[src/rtl/evt_rec_pkg.sv]
package evt_rec_pkg;
  localparam int unsigned MAX_WORDS = 16;
  localparam int unsigned WORD_W    = 32;
  localparam int unsigned TS_W      = 64;
  localparam int unsigned TGT_W     = 32;
  localparam int unsigned ADDR_W    = 8;
  localparam int unsigned HDR_BYTES = 13;
  localparam int unsigned LEN_W     = 8;
  localparam int unsigned CNT_W     = $clog2(MAX_WORDS + 1);
  localparam int unsigned WB        = WORD_W / 8;
  localparam int unsigned DAT_BYTES = MAX_WORDS * WB;
  localparam int unsigned DAT_W     = MAX_WORDS * WORD_W;
  localparam int unsigned MAX_LEN   = HDR_BYTES + DAT_BYTES;
  localparam int unsigned IDX_W     = $clog2(MAX_LEN);
  localparam int unsigned DB_W      = $clog2(DAT_BYTES);
  localparam int unsigned HB_W      = $clog2(HDR_BYTES);
  localparam int unsigned CH_BYTES  = (TGT_W - ADDR_W) / 8;
  localparam int unsigned TS_BYTES  = TS_W / 8;

  typedef enum logic {ST_IDLE, ST_SEND} st_e;

  typedef struct packed {
    logic [TS_W-1:0]  ts;
    logic [TGT_W-1:0] tgt;
    logic [LEN_W-1:0] len;
  } hdr_t;
endpackage

[src/rtl/evt_req_check.sv]
module evt_req_check
  import evt_rec_pkg::*;
#(
  parameter int unsigned SPACE_W = 16
) (
  input  logic [CNT_W-1:0]   nwords_i,
  input  logic [SPACE_W-1:0] free_i,
  output logic [LEN_W-1:0]   len_o,
  output logic               bad_cnt_o,
  output logic               no_room_o
);
  assign len_o     = LEN_W'(HDR_BYTES) + LEN_W'({nwords_i, 2'b00});
  assign bad_cnt_o = (nwords_i == '0) || (nwords_i > CNT_W'(MAX_WORDS));
  assign no_room_o = free_i < SPACE_W'(len_o);
endmodule

[src/rtl/evt_space_track.sv]
module evt_space_track
  import evt_rec_pkg::*;
#(
  parameter int unsigned SPACE_W = 16
) (
  input  logic               clk_i,
  input  logic               rst_ni,
  input  logic               clr_i,
  input  logic [SPACE_W-1:0] space_i,
  input  logic               dec_i,
  input  logic [LEN_W-1:0]   amt_i,
  output logic [SPACE_W-1:0] free_o
);
  logic [SPACE_W-1:0] free_q;

  always_ff @(posedge clk_i or negedge rst_ni) begin
    if (!rst_ni)     free_q <= '0;
    else if (clr_i)  free_q <= space_i;  // load beats decrement
    else if (dec_i)  free_q <= free_q - SPACE_W'(amt_i);
  end

  assign free_o = free_q;
endmodule

[src/rtl/evt_byte_sel.sv]
module evt_byte_sel
  import evt_rec_pkg::*;
(
  input  hdr_t             hdr_i,
  input  logic [DAT_W-1:0] data_i,
  input  logic [IDX_W-1:0] idx_i,
  output logic [7:0]       byte_o
);
  logic [7:0] hb [2**HB_W];
  logic [7:0] db [DAT_BYTES];
  logic [DB_W-1:0] off;

  assign hb[0] = hdr_i.len;
  for (genvar g = 0; g < CH_BYTES; g++) begin : g_ch
    assign hb[1+g] = hdr_i.tgt[ADDR_W+8*g +: 8];
  end
  for (genvar g = 0; g < TS_BYTES; g++) begin : g_ts
    assign hb[1+CH_BYTES+g] = hdr_i.ts[8*g +: 8];
  end
  assign hb[HDR_BYTES-1] = hdr_i.tgt[ADDR_W-1:0];
  for (genvar g = HDR_BYTES; g < 2**HB_W; g++) begin : g_pad
    assign hb[g] = '0;
  end

  for (genvar g = 0; g < DAT_BYTES; g++) begin : g_db
    assign db[g] = data_i[8*g +: 8];
  end

  assign off    = DB_W'(idx_i - IDX_W'(HDR_BYTES));
  assign byte_o = (idx_i < IDX_W'(HDR_BYTES)) ? hb[idx_i[HB_W-1:0]] : db[off];
endmodule

[src/rtl/evt_rec_pack.sv]
module evt_rec_pack
  import evt_rec_pkg::*;
#(
  parameter int unsigned SPACE_W = 16
) (
  input  logic               clk_i,
  input  logic               rst_ni,
  input  logic               clr_i,
  input  logic [SPACE_W-1:0] space_i,
  input  logic               req_valid_i,
  output logic               req_ready_o,
  input  logic [TS_W-1:0]    req_time_i,
  input  logic [TGT_W-1:0]   req_target_i,
  input  logic [CNT_W-1:0]   req_nwords_i,
  input  logic [DAT_W-1:0]   req_data_i,
  output logic               out_valid_o,
  input  logic               out_ready_i,
  output logic [7:0]         out_data_o,
  output logic               out_last_o,
  output logic               err_len_o,
  output logic               err_ovf_o
);
  st_e                st_q;
  logic [IDX_W-1:0]   idx_q;
  hdr_t               hdr_q;
  logic [DAT_W-1:0]   data_q;
  logic               err_len_q, err_ovf_q;
  logic [SPACE_W-1:0] free;
  logic [LEN_W-1:0]   len_c;
  logic               bad_c, noroom_c, accept, last, dec;

  evt_req_check #(.SPACE_W(SPACE_W)) u_chk_req (
    .nwords_i (req_nwords_i),
    .free_i   (free),
    .len_o    (len_c),
    .bad_cnt_o(bad_c),
    .no_room_o(noroom_c)
  );

  evt_space_track #(.SPACE_W(SPACE_W)) u_space (
    .clk_i  (clk_i),
    .rst_ni (rst_ni),
    .clr_i  (clr_i),
    .space_i(space_i),
    .dec_i  (dec),
    .amt_i  (hdr_q.len),
    .free_o (free)
  );

  evt_byte_sel u_sel (
    .hdr_i (hdr_q),
    .data_i(data_q),
    .idx_i (idx_q),
    .byte_o(out_data_o)
  );

  assign req_ready_o = (st_q == ST_IDLE);
  assign accept      = req_valid_i && req_ready_o;
  assign last        = (idx_q == IDX_W'(hdr_q.len - LEN_W'(1)));
  assign dec         = (st_q == ST_SEND) && out_ready_i && last;

  always_ff @(posedge clk_i or negedge rst_ni) begin
    if (!rst_ni) begin
      st_q      <= ST_IDLE;
      idx_q     <= '0;
      hdr_q     <= '0;
      data_q    <= '0;
      err_len_q <= 1'b0;
      err_ovf_q <= 1'b0;
    end else begin
      err_len_q <= accept && bad_c;
      err_ovf_q <= accept && !bad_c && noroom_c;
      case (st_q)
        ST_IDLE: if (accept && !bad_c && !noroom_c) begin
          hdr_q  <= '{ts: req_time_i, tgt: req_target_i, len: len_c};
          data_q <= req_data_i;
          idx_q  <= '0;
          st_q   <= ST_SEND;
        end
        ST_SEND: if (out_ready_i) begin
          if (last) st_q  <= ST_IDLE;
          else      idx_q <= idx_q + IDX_W'(1);
        end
        default: st_q <= ST_IDLE;
      endcase
    end
  end

  assign out_valid_o = (st_q == ST_SEND);
  assign out_last_o  = out_valid_o && last;
  assign err_len_o   = err_len_q;
  assign err_ovf_o   = err_ovf_q;
endmodule

[config.mk]
export PLATFORM = sky130hd
export DESIGN_NAME = evt_rec_pack
export DESIGN_NICKNAME = d
export VERILOG_FILES = /design/src/rtl/evt_rec_pkg.sv /design/src/rtl/evt_req_check.sv /design/src/rtl/evt_space_track.sv /design/src/rtl/evt_byte_sel.sv /design/src/rtl/evt_rec_pack.sv
export SDC_FILE = /design/constraint.sdc
export NUM_CORES = 1
export LEC_CHECK = 0
export BUFFER_PORTS_ARGS = -buffer_cell sky130_fd_sc_hd__buf_2
export CAP_MARGIN = 20
export CORE_ASPECT_RATIO = 0.75
export CORE_UTILIZATION = 52
export CTS_BUF_LIST = sky130_fd_sc_hd__clkbuf_8
export CTS_CLUSTER_DIAMETER = 40
export DETAILED_ROUTE_END_ITERATION = 16
export PLACE_DENSITY = 0.75
export REMOVE_ABC_BUFFERS = 1
export SETUP_SLACK_MARGIN = 0.3
export SLEW_MARGIN = 20
export SYNTH_ARGS = -nofsm -noshare
export SYNTH_HDL_FRONTEND = slang
export SYNTH_SLANG_ARGS = --single-unit
[constraint.sdc]
create_clock -name clk_i -period 10.4 [get_ports clk_i]
set_input_delay 1.56 -clock clk_i [delete_from_list [all_inputs] [get_ports clk_i]]
set_output_delay 1.56 -clock clk_i [all_outputs]
set_load 0.01 [all_outputs]
# Word-level counts from Yosys, hierarchy flattened
# Index checks and enable logic that the tools add are counted.
dict set report word_totals {
  reg_bits 642
}
dict set report classes {
  n_addsub 5
  magnitude_cmp 5
  eq_ne 4
  n_mux 17
  bitwise_logic 3
  reduce_logical 15
}
# cell n
set ops {}
lappend ops {{$bmux W8 S6} 1}
lappend ops {{$mux W8} 5}
lappend ops {{$bmux W8 S4} 1}
lappend ops {{$mux W16} 2}
lappend ops {{$mux W7} 3}
lappend ops {{$lt A16 B8 Y1} 1}
lappend ops {{$sub A16 B8 Y16} 1}
lappend ops {{$pmux W7 S2} 1}
lappend ops {{$add A4 B7 Y8 const A} 1}
lappend ops {{$logic_and A1 B1 Y1} 8}
lappend ops {{$add A7 B1 Y7 const B} 1}
lappend ops {{$eq A7 B7 Y1} 1}
lappend ops {{$ge A7 B7 Y1 const B} 1}
lappend ops {{$lt A7 B4 Y1 const B} 1}
lappend ops {{$not A6 Y7} 1}
lappend ops {{$sub A7 B1 Y7 const B} 1}
lappend ops {{$sub A6 B4 Y6 const B} 1}
lappend ops {{$ge A5 B5 Y1 const B} 1}
lappend ops {{$gt A5 B5 Y1 const B} 1}
lappend ops {{$logic_not A5 Y1} 1}
lappend ops {{$not A4 Y5} 1}
lappend ops {{$ne A2 B2 Y1 const B} 2}
lappend ops {{$mux W1} 3}
lappend ops {{$reduce_and A3 Y1} 1}
lappend ops {{7 further kinds} 8}

# Longest topological paths before layout
# Gate-level depths: netlist of the first run.
dict set report logic_depth {
  depth_word 7
  depth_mapped 15
  depth_no_buf 12
}

# By module
# From an unflattened synthesis of the first run, not the netlist that was laid out.
dict set report hier_totals {
  cells_unflattened 3275
  hier_area_um2 30589.3
}
# mod instances cells_per_inst area_each_um2 seq_area_each_um2
set modules_own_cells {}
lappend modules_own_cells {evt_rec_pack 1 2684 23622.7 15665.0}
lappend modules_own_cells {evt_byte_sel 1 414 5461.5 0.0}
lappend modules_own_cells {evt_space_track 1 139 1221.2 400.4}
lappend modules_own_cells {evt_req_check 1 38 284.0 0.0}

# Worst setup path before layout of the first run
# Ideal clock, no wire load.
dict set report synth_timing {
  path_type {reg2out}
  from {reg idx_q[0]}
  to {out out_data_o[1]}
  arrival_time_ns 3.526
  setup_slack_ns 5.314
  path_stages_with_launch 14
  n_path_buf 6
  path_cell_list {dfrtp_1 -> buf_2 -> buf_2 -> buf_4 -> buf_1 -> inv_1 -> ha_1 -> clkbuf_1 -> clkbuf_1 -> mux4_2 -> mux4_2 -> mux2i_1 -> o22ai_1 -> a21o_1}
}
dict set report synth_between {
  elab_chain_cells 6
  word_cells_on_any_way 11
}
# item line
set synth_rtl {}
lappend synth_rtl {{start: declaration} evt_rec_pack.sv:24} ;# logic [IDX_W-1:0] idx_q;
lappend synth_rtl {{start signal: assignment} evt_rec_pack.sv:82} ;# else idx_q <= idx_q + IDX_W'(1);
lappend synth_rtl {{$sub A6 B4 Y6} evt_byte_sel.sv:29} ;# assign off = DB_W'(idx_i - IDX_W'(HDR_BYTES));
lappend synth_rtl {{$not A6 Y7 (implied by the code)} evt_byte_sel.sv:30} ;# assign byte_o = (idx_i < IDX_W'(HDR_BYTES)) ? hb[idx_i[HB_W-1:0]] : db[off];
lappend synth_rtl {{$bmux W8 S6} evt_byte_sel.sv:30}
lappend synth_rtl {{$mux W8 (implied by the code) (2 in series)} evt_byte_sel.sv:30}
lappend synth_rtl {{$mux W8 *} evt_byte_sel.sv:30}
lappend synth_rtl {{end: declaration} evt_rec_pack.sv:18} ;# output logic [7:0] out_data_o,
# Mark *: on every way between the ends. The rest lies on a longest branch, timed or not. The select of a mux whose other input is x is not followed.

# Worst setup path in the final report of the first run
dict set report layout_timing {
  from {reg idx_q[0]}
  to {out out_data_o[5]}
}
# Same word-level chain as after synthesis.

==> impl_metrics.env, run 1 <==
export IMPL_post_cts_buffers=0
export IMPL_drc=0
export IMPL_clock_sinks=641
export IMPL_clk_path_buf_depth=3
export IMPL_drive_gt1_share_pct=26.8
export IMPL_grt_total_usage_pct=29.6
export IMPL_hold_class="reg -> reg"
export IMPL_dpl_worst_slack_ns=4.39
export IMPL_grt_pass1_vias=24000
export IMPL_fin_worst_skew_ns=0.0370
export IMPL_ys_seq_area_share_pct=52.8
export IMPL_fmax_mhz=151
export IMPL_slew_headroom_pct=25.3
export IMPL_clockRootBuffer="clkbuf_8"
export IMPL_tns_ns=0
export IMPL_cp_required_ns=8.84
export IMPL_cp_arrival_ns=5.06
export IMPL_grt_pass1_wl_mm=133
export IMPL_dpl_hpwl_mm=60.7
export IMPL_ir_drop_v=0.000177
export IMPL_finalCriticalPeriod_ns=6.62
export IMPL_vias_per_cell=5.28
export IMPL_rsz0062_at_grt="false"
export IMPL_initial_core_util_pct=52.8
export IMPL_finalHoldViolations=0
export IMPL_hold_ws_ns=0.467
export IMPL_synth_top_cell_area_share_pct=52.8
export IMPL_vias=24200
export IMPL_yosys_warnings=0
export IMPL_drtIter0Drc=2350
export IMPL_layout_common_cells="nand2_1, buf_2, dfrtp_1"
export IMPL_syn_area_per_cell_um2=9.73
export IMPL_synth_edf_count=0
export IMPL_worst_slack_ns=3.78
export IMPL_synth_area_leaders="dfrtp_1, nand2_1, mux4_2"
export IMPL_wl_per_cell_um=18.9
export IMPL_ant_nets=0
export IMPL_synth_cell_type_count=53
export IMPL_overflow=0
export IMPL_status="finished clean"
export IMPL_firstDrtPassIters=6
export IMPL_area_delta_synth_final_pct=17.1
export IMPL_endpoint_kind="output pin"
export IMPL_htree_levels=3
export IMPL_slew_viol_final=0
export IMPL_syn_area_um2=30400
export IMPL_cts_tree="built"
export IMPL_clock_latency_ns=0.70
export IMPL_p_leak_uw=0.0190
export IMPL_crit_path_start_kind="flop"
export IMPL_cts_repair_resized=0
export IMPL_nets=4360
export IMPL_ios=647
export IMPL_hold_buffers=0
export IMPL_final_common_cell="nand2_1"
export IMPL_grt_max_degree=239
export IMPL_clk_pin_slew_ns=0.06
export IMPL_io_buffers=646
export IMPL_synthCells=3124
export IMPL_async_flop_share_pct=100
export IMPL_synth_seq_cells=641
export IMPL_drv_cap=0
export IMPL_cts_buffers=100
export IMPL_critPathKind="reg -> out"
export IMPL_coreArea_um2=57600
export IMPL_worst_path_max_fanout=45
export IMPL_rows=76
export IMPL_die_w_um=281
export IMPL_setup_violations=0
export IMPL_yosysTopAreaCell="dfrtp_1"
export IMPL_power_density_nw_per_um2=305
export IMPL_routed_wl_mm=86.9
export IMPL_ys_flop_type="dfrtp_1"
export IMPL_final_period_utilization_pct=63.6
export IMPL_globalplace_congestion=0.885
export IMPL_dieHeight_um=211
export IMPL_die_area_um2=59500
export IMPL_antenna_found_initial=23
export IMPL_tightest_slew_ns=1.12
final cells by class:
class	instances	area, um^2
Antenna cell	23	57.6
Clock buffer	117	1610
Clock inverter	63	375
Fill cell	4870	22000
Inverter	19	71.3
Multi-Input combinational cell	2273	12900
Sequential cell	641	16000
Tap cell	780	976
Timing Repair Buffer	673	3530
worst max-delay path, stage by stage, from the launching register on:
cell and delay [ns]:
dfrtp_4 0.78, inv_1 0.16, ha_4 0.79, buf_4 0.68, mux4_2 0.34, mux4_2 0.26
o22ai_1 0.14, a211oi_1 0.87, buf_2 0.28
routing by layer:
metal	global-route usage (%)	vias to the layer above	part of all wire [%]
li1	-	11300	-
met1	42.5	11800	43
met2	45.3	982	47
met3	5.30	168	7.0
met4	11.5	4	3.1
met5	0	-	0.035
flip-flops by register name (all words and copies together), names as in the netlist:
name / cells
data_q: 512
hdr_q: 103
u_space.free_o: 16
idx_q: 7
err_len_o: 1
err_ovf_o: 1
out_valid_o: 1
stage by stage:
stage / power (uW) / std cells / cell area, um^2 / utilization, %
final: 10900 / 4589 / 35600 / 61.8
after detailed placement: 8800 / 4386 / 33600 / 58.2
after global placement: 8630 / 4385 / 33500 / 58.2
after global routing: 11600 / 4581 / 35600 / 61.7
after CTS: 10900 / 4566 / 35500 / 61.7
after floorplan: 8070 / 2933 / 29000 / -
worst paths after layout:
check	slack, ns	startpoint	cells after the start	end
worst min register to register	0.47	data_q[224]	2	data_q[224]
worst min-delay path	0.47	data_q[224]	2	data_q[224]
max in group asynchronous	7.58	rst_ni	3	data_q[352]
worst max-delay path	3.78	idx_q[0]	8	out_data_o[5]
min in group asynchronous	0.85	rst_ni	1	data_q[230]
worst max register to register	6.60	u_space.free_o[10]	8	hdr_q[74]
kinds of logic after synthesis:
kind of cell	Yosys count	synth area share [%]
simple gates	1928	24.3
fa+ha+maj	18	0.741
buf+inv	210	4.91
flops	641	52.8
compound gates	82	1.76
mux	217	14.7
xor+xnor	28	0.807
where the power goes:
| group | internal, uW | switching, uW | total [uW] | leakage (uW) |
|---|---|---|---|---|
| logic | 2190 | 2260 | 4450 | 0.00989 |
| clock network | 1100 | 1020 | 2120 | 0.00117 |
| registers | 3620 | 675 | 4300 | 0.00798 |
| total | 6910 | 3950 | 10900 | 0.0190 |
cell usage after synthesis, drive strengths merged, types with 5 or more instances:
cell	n
a21oi	11
dfrtp	641
mux2	6
nand2	1855
a211oi	9
nand2b	6
mux4	183
nor2	28
buf	152
o22ai	12
inv	19
o211ai	5
o21ai	29
nor3	8
mux2i	28
ha	18
clkbuf	39
nand3	5
xor2	12
nand4	6
xnor2	16
Note: power is estimated with default switching activity, not from simulation.
==> run 2: changes to the inputs <==
==> constraint.sdc (replaced) <==
create_clock -name clk_i -period 6.4 [get_ports clk_i]
set_input_delay 0.96 -clock clk_i [delete_from_list [all_inputs] [get_ports clk_i]]
set_output_delay 0.96 -clock clk_i [all_outputs]
set_load 0.01 [all_outputs]
==> impl_metrics.env, run 2 (same netlist as run 1, synthesis figures left out) <==
export IMPL_status="finished clean"
export IMPL_io_buffers=646
export IMPL_dpl_cell_area_um2=33700
export IMPL_placedCellCount=4397
export IMPL_rsz0062_at_grt="false"
export IMPL_ir_drop_v=0.000274
export IMPL_finalCriticalPeriod_ns=5.67
export IMPL_hold_buffers=0
export IMPL_die_w_um=281
export IMPL_dieHeight_um=211
export IMPL_vias=24200
export IMPL_clk_pin_slew_ns=0.07
export IMPL_slowest_stage="buf_4"
export IMPL_htree_levels=3
export IMPL_p_leak_uw=0.0191
export IMPL_routed_wl_mm=87.4
export IMPL_clk_path_buf_depth=3
export IMPL_final_period_utilization_pct=88.6
export IMPL_final_common_cell="nand2_1"
export IMPL_tightest_slew_ns=1.07
export IMPL_drc=0
export IMPL_overflow=0
export IMPL_path_cells="buf_12, buf_4, mux4_2, mux4_2, mux2i_1, a211oi_1, buf_2"
export IMPL_die_area_um2=59500
export IMPL_initial_core_util_pct=52.8
export IMPL_critPathKind="reg -> out"
export IMPL_endpoint_kind="output pin"
export IMPL_final_cell_count_no_fill=4592
export IMPL_ant_nets=0
export IMPL_switchingPower_uw=6490
export IMPL_area_delta_synth_final_pct=18.0
export IMPL_cp_required_ns=5.44
export IMPL_crit_path_start_kind="flop"
export IMPL_wl_per_cell_um=19.0
export IMPL_slew_viol_final=0
export IMPL_grt_max_degree=186
export IMPL_seq_area_um2=16000
export IMPL_dpl_hpwl_mm=62.0
export IMPL_fmax_mhz=176
export IMPL_drive_gt1_share_pct=27.4
export IMPL_crit_buf_inv=3
export IMPL_layout_common_cells="nand2_1, buf_2, dfrtp_1"
export IMPL_drv_cap=0
export IMPL_rrSetupSlack_ns=2.98
export IMPL_ios=647
export IMPL_combPwrFrac_pct=41.3
export IMPL_hold_class="in -> async"
export IMPL_power_density_nw_per_um2=500
export IMPL_tns_ns=0
export IMPL_critical_path_max_stage_delay_ns=0.88
export IMPL_drtIter0Drc=2033
export IMPL_cts_buffers=100
export IMPL_clockRootBuffer="clkbuf_8"
export IMPL_seqPwrFrac_pct=38.6
export IMPL_regMostFlops="data_q"
export IMPL_antenna_found_initial=21
export IMPL_worst_path_max_fanout=113
export IMPL_grt_pass1_vias=24300
export IMPL_grt_pass1_wl_mm=136
export IMPL_clock_latency_ns=0.72
export IMPL_vias_per_cell=5.27
export IMPL_cts_repair_resized=0
export IMPL_globalplace_congestion=0.907
export IMPL_largest_register_ffs=512
export IMPL_rr_startpoint="u_space.free_o[8]"
export IMPL_p_sw_share_pct=36.2
export IMPL_slew_headroom_pct=28.9
export IMPL_finalHoldViolations=0
export IMPL_worst_slack_ns=0.730
export IMPL_firstDrtPassIters=6
export IMPL_rr_worst_depth=8
export IMPL_nets=4371
export IMPL_design_area_um2=35900
export IMPL_clkPwrFrac_pct=20.1
export IMPL_r2r_end="data_q[354]"
export IMPL_post_cts_buffers=0
export IMPL_grt_total_usage_pct=30.1
export IMPL_intPower_uw=11400
export IMPL_cp_arrival_ns=4.71
export IMPL_cp_common_cell="mux4_2"
export IMPL_critPathTopFamily="buffers and inverters"
export IMPL_rows=76
export IMPL_coreArea_um2=57600
export IMPL_nFillCells=4880
export IMPL_clock_sinks=641
export IMPL_fin_worst_skew_ns=0.0383
export IMPL_cts_tree="built"
export IMPL_dpl_worst_slack_ns=1.43
export IMPL_setup_violations=0
export IMPL_multi_input_area_um2=12900
[run 2: how the worst max path moves through the flow]
stage | startpoint | endpoint | slack (ns) | cells after the start
CTS | idx_q[0] | out_data_o[7] | 0.66 | 7
finish | idx_q[0] | out_data_o[7] | 0.73 | 7
global placement | idx_q[0] | out_data_o[7] | 1.47 | 7
floorplan | req_nwords_i[0] | idx_q[1] | -15.86 | 11
global route | idx_q[0] | out_data_o[7] | 0.41 | 7
detailed placement | idx_q[0] | out_data_o[7] | 1.43 | 7
[run 2: layout make-up]
class,count,area share (%)
diodes,18,0.126
multi-input cells,2273,36.0
clock buffers,130,4.99
clock inverters,47,0.906
repair buffers,684,10.3
flip-flops and latches,641,44.7
well taps,780,2.72
inverters,19,0.199
[run 2: layer usage]
layer  part of all wire (%)  vias up  GRT usage [%]  wire (um)
li1                       -    11300              -          -
met1                     42    11800           41.6      36700
met2                     47      964           46.8      40800
met3                    7.6      193           6.59       6600
met4                    3.8        6           11.8       3280
met5                  0.050        -              0         44
[run 2: per-stage QoR]
step                total power [uW]  hold slack (ns)  utilization, %
finish                         17900            0.267            62.3
global route                   19100            0.284            62.3
CTS                            18100            0.243            62.2
detailed placement             14400            0.458            58.5
global placement               14200            0.452            58.5
floorplan                      13100            0.437               -
[run 2: power by group through the flow]
stage | sequential, uW | combinational, uW | clock, uW
after floorplan | 6850 | 6270 | 0
after global placement | 6900 | 7270 | 0
after detailed placement | 6940 | 7490 | 0
after CTS | 6900 | 7510 | 3670
after global routing | 7130 | 8170 | 3850
final | 6920 | 7410 | 3600
==> run 3: changes to the inputs <==
--- a/config.mk
+++ b/config.mk
@@ -18,4 +18,5 @@
 export SLEW_MARGIN = 20
 export SYNTH_ARGS = -nofsm -noshare
 export SYNTH_HDL_FRONTEND = slang
+export SYNTH_HIERARCHICAL = 1
 export SYNTH_SLANG_ARGS = --single-unit
==> impl_metrics.env, run 3 <==
export IMPL_ys_flop_type="dfrtp_1"
export IMPL_cts_tree="built"
export IMPL_cp_arrival_ns=4.34
export IMPL_globalplace_congestion=0.888
export IMPL_critPathKind="reg -> out"
export IMPL_die_w_um=282
export IMPL_layout_common_cells="nand2_1, buf_2, dfrtp_1"
export IMPL_synth_edf_count=0
export IMPL_antenna_found_initial=9
export IMPL_ios=647
export IMPL_hold_class="in -> async"
export IMPL_routed_wl_mm=90.5
export IMPL_ant_nets=0
export IMPL_hold_ws_ns=0.330
export IMPL_regMostFlops="data_q"
export IMPL_dpl_hpwl_mm=63.8
export IMPL_area_delta_synth_final_pct=19.7
export IMPL_synth_most_common_cell="nand2_1"
export IMPL_drive_gt1_share_pct=26.5
export IMPL_nets=4523
export IMPL_yosys_warnings=6
export IMPL_tightest_slew_ns=1.09
export IMPL_async_flop_share_pct=100
export IMPL_placedCellCount=4547
export IMPL_final_period_utilization_pct=82.8
export IMPL_drc=0
export IMPL_cp_required_ns=5.44
export IMPL_status="finished clean"
export IMPL_dieHeight_um=212
export IMPL_htree_levels=3
export IMPL_nFillCells=4830
export IMPL_synth_seq_cells=642
export IMPL_finalHoldViolations=0
export IMPL_io_buffers=646
export IMPL_fmax_mhz=189
export IMPL_initial_core_util_pct=52.9
export IMPL_clock_latency_ns=0.71
export IMPL_power_density_nw_per_um2=522
export IMPL_coreArea_um2=57800
export IMPL_synth_area_leaders="dfrtp_1, nand2_1, mux4_2"
export IMPL_p_leak_uw=0.0196
export IMPL_vias_per_cell=5.36
export IMPL_drv_cap=0
export IMPL_firstDrtPassIters=6
export IMPL_grt_total_usage_pct=30.6
export IMPL_clk_pin_slew_ns=0.06
export IMPL_fin_worst_skew_ns=0.0381
export IMPL_largest_register_ffs=512
export IMPL_rsz0062_at_grt="false"
export IMPL_clockRootBuffer="clkbuf_8"
export IMPL_setup_violations=0
export IMPL_multi_input_area_um2=13400
export IMPL_tns_ns=0
export IMPL_final_common_cell="nand2_1"
export IMPL_drtIter0Drc=2084
export IMPL_wl_per_cell_um=19.1
export IMPL_clock_sinks=642
export IMPL_ys_seq_area_share_pct=52.5
export IMPL_overflow=0
export IMPL_synthCells=3275
export IMPL_crit_path_start_kind="flop"
export IMPL_seq_area_um2=16100
export IMPL_cts_repair_resized=0
export IMPL_final_cell_count_no_fill=4741
export IMPL_synth_commonest_cells="nand2_1, dfrtp_1, mux4_2"
export IMPL_hold_buffers=0
export IMPL_rows=76
export IMPL_grt_max_degree=186
export IMPL_cts_buffers=101
export IMPL_clk_path_buf_depth=3
export IMPL_vias=25400
export IMPL_synth_cell_type_count=79
export IMPL_worst_path_max_fanout=86
export IMPL_slew_viol_final=0
export IMPL_endpoint_kind="output pin"
export IMPL_syn_area_um2=30600
export IMPL_post_cts_buffers=0
export IMPL_slew_headroom_pct=26.9
export IMPL_die_area_um2=59800
export IMPL_synth_top_cell_area_share_pct=52.5
export IMPL_grt_pass1_wl_mm=139
export IMPL_grt_pass1_vias=25200
export IMPL_finalCriticalPeriod_ns=5.30
export IMPL_syn_area_per_cell_um2=9.34
export IMPL_ir_drop_v=0.000493
export IMPL_yosysTopAreaCell="dfrtp_1"
-- run 3: per-layer routing --
metal  GRT usage [%]  vias to the layer above  wire [um]
met3            6.13                      215       6700
met2            47.7                      978      42600
met1            41.7                    12400      37400
li1                -                    11800          -
met4            14.2                        6       3770
met5               0                        -         36
-- run 3: critical path, stage by stage (launching register included) --
cell and delay [ns]:
dfrtp_4 0.94, inv_1 0.18, ha_4 0.33, buf_12 0.38, mux4_2 0.33, inv_1 0.04
mux4_2 0.45, a222oi_1 0.55, and3_1 0.23, buf_2 0.15
-- run 3: kinds of logic (layout without fill, tap and decap cells) --
group                    after synthesis  after routing  synth area share (%)
XOR/XNOR                              27             27                 0.822
AO/OA/AOI/OAI                        116            116                  2.89
flip-flops                           642            642                  52.5
other                                  2              9                0.0246
adder cells (fa/ha/maj)               19             19                 0.802
multiplexers                         220            220                  13.9
AND/OR/NAND/NOR                     1992           1992                  25.4
buffers and inverters                257            936                  3.70
-- run 3: layout make-up --
cell class	instances	share of cell area (%)
clock buffers	130	4.88
inverters	61	0.625
repair buffers	688	10.2
clock inverters	57	0.991
flip-flops and latches	642	43.9
diodes	7	0.0478
well taps	780	2.66
multi-input cells	2376	36.7
-- run 3: path summary, 6_finish.rpt --
path                       slack, ns       startpoint                 end  cells past startpoint
hold reg to reg                 0.47        data_q[7]           data_q[7]                      2
setup reg to reg                2.64         idx_q[2]  u_space/free_o[15]                     10
max in group asynchronous       4.58           rst_ni          data_q[63]                      2
setup / recovery                1.10         idx_q[0]       out_data_o[6]                      9
hold / removal                  0.33           rst_ni         data_q[501]                      1
min in group clk_i              0.43  req_data_i[212]         data_q[212]                      3
-- run 3: metrics by stage --
step | power (uW) | instance area [um^2] | worst slack, ns | utilization (%)
6_report | 19100 | 36600 | 1.10 | 63.4
4_1_cts | 19200 | 36600 | 0.946 | 63.3
5_1_grt | 20400 | 36600 | 0.904 | 63.3
2_1_floorplan | 13800 | 29700 | -29.05 | -
3_5_place_dp | 15400 | 34500 | 1.71 | 59.6
3_3_place_gp | 15200 | 34400 | 1.54 | 59.6
-- run 3: power by group --
| part | internal, uW | switching, uW |
|---|---|---|
| clock | 1960 | 1690 |
| sequential | 6060 | 1280 |
| combinational | 3870 | 4270 |
| total | 11900 | 7240 |
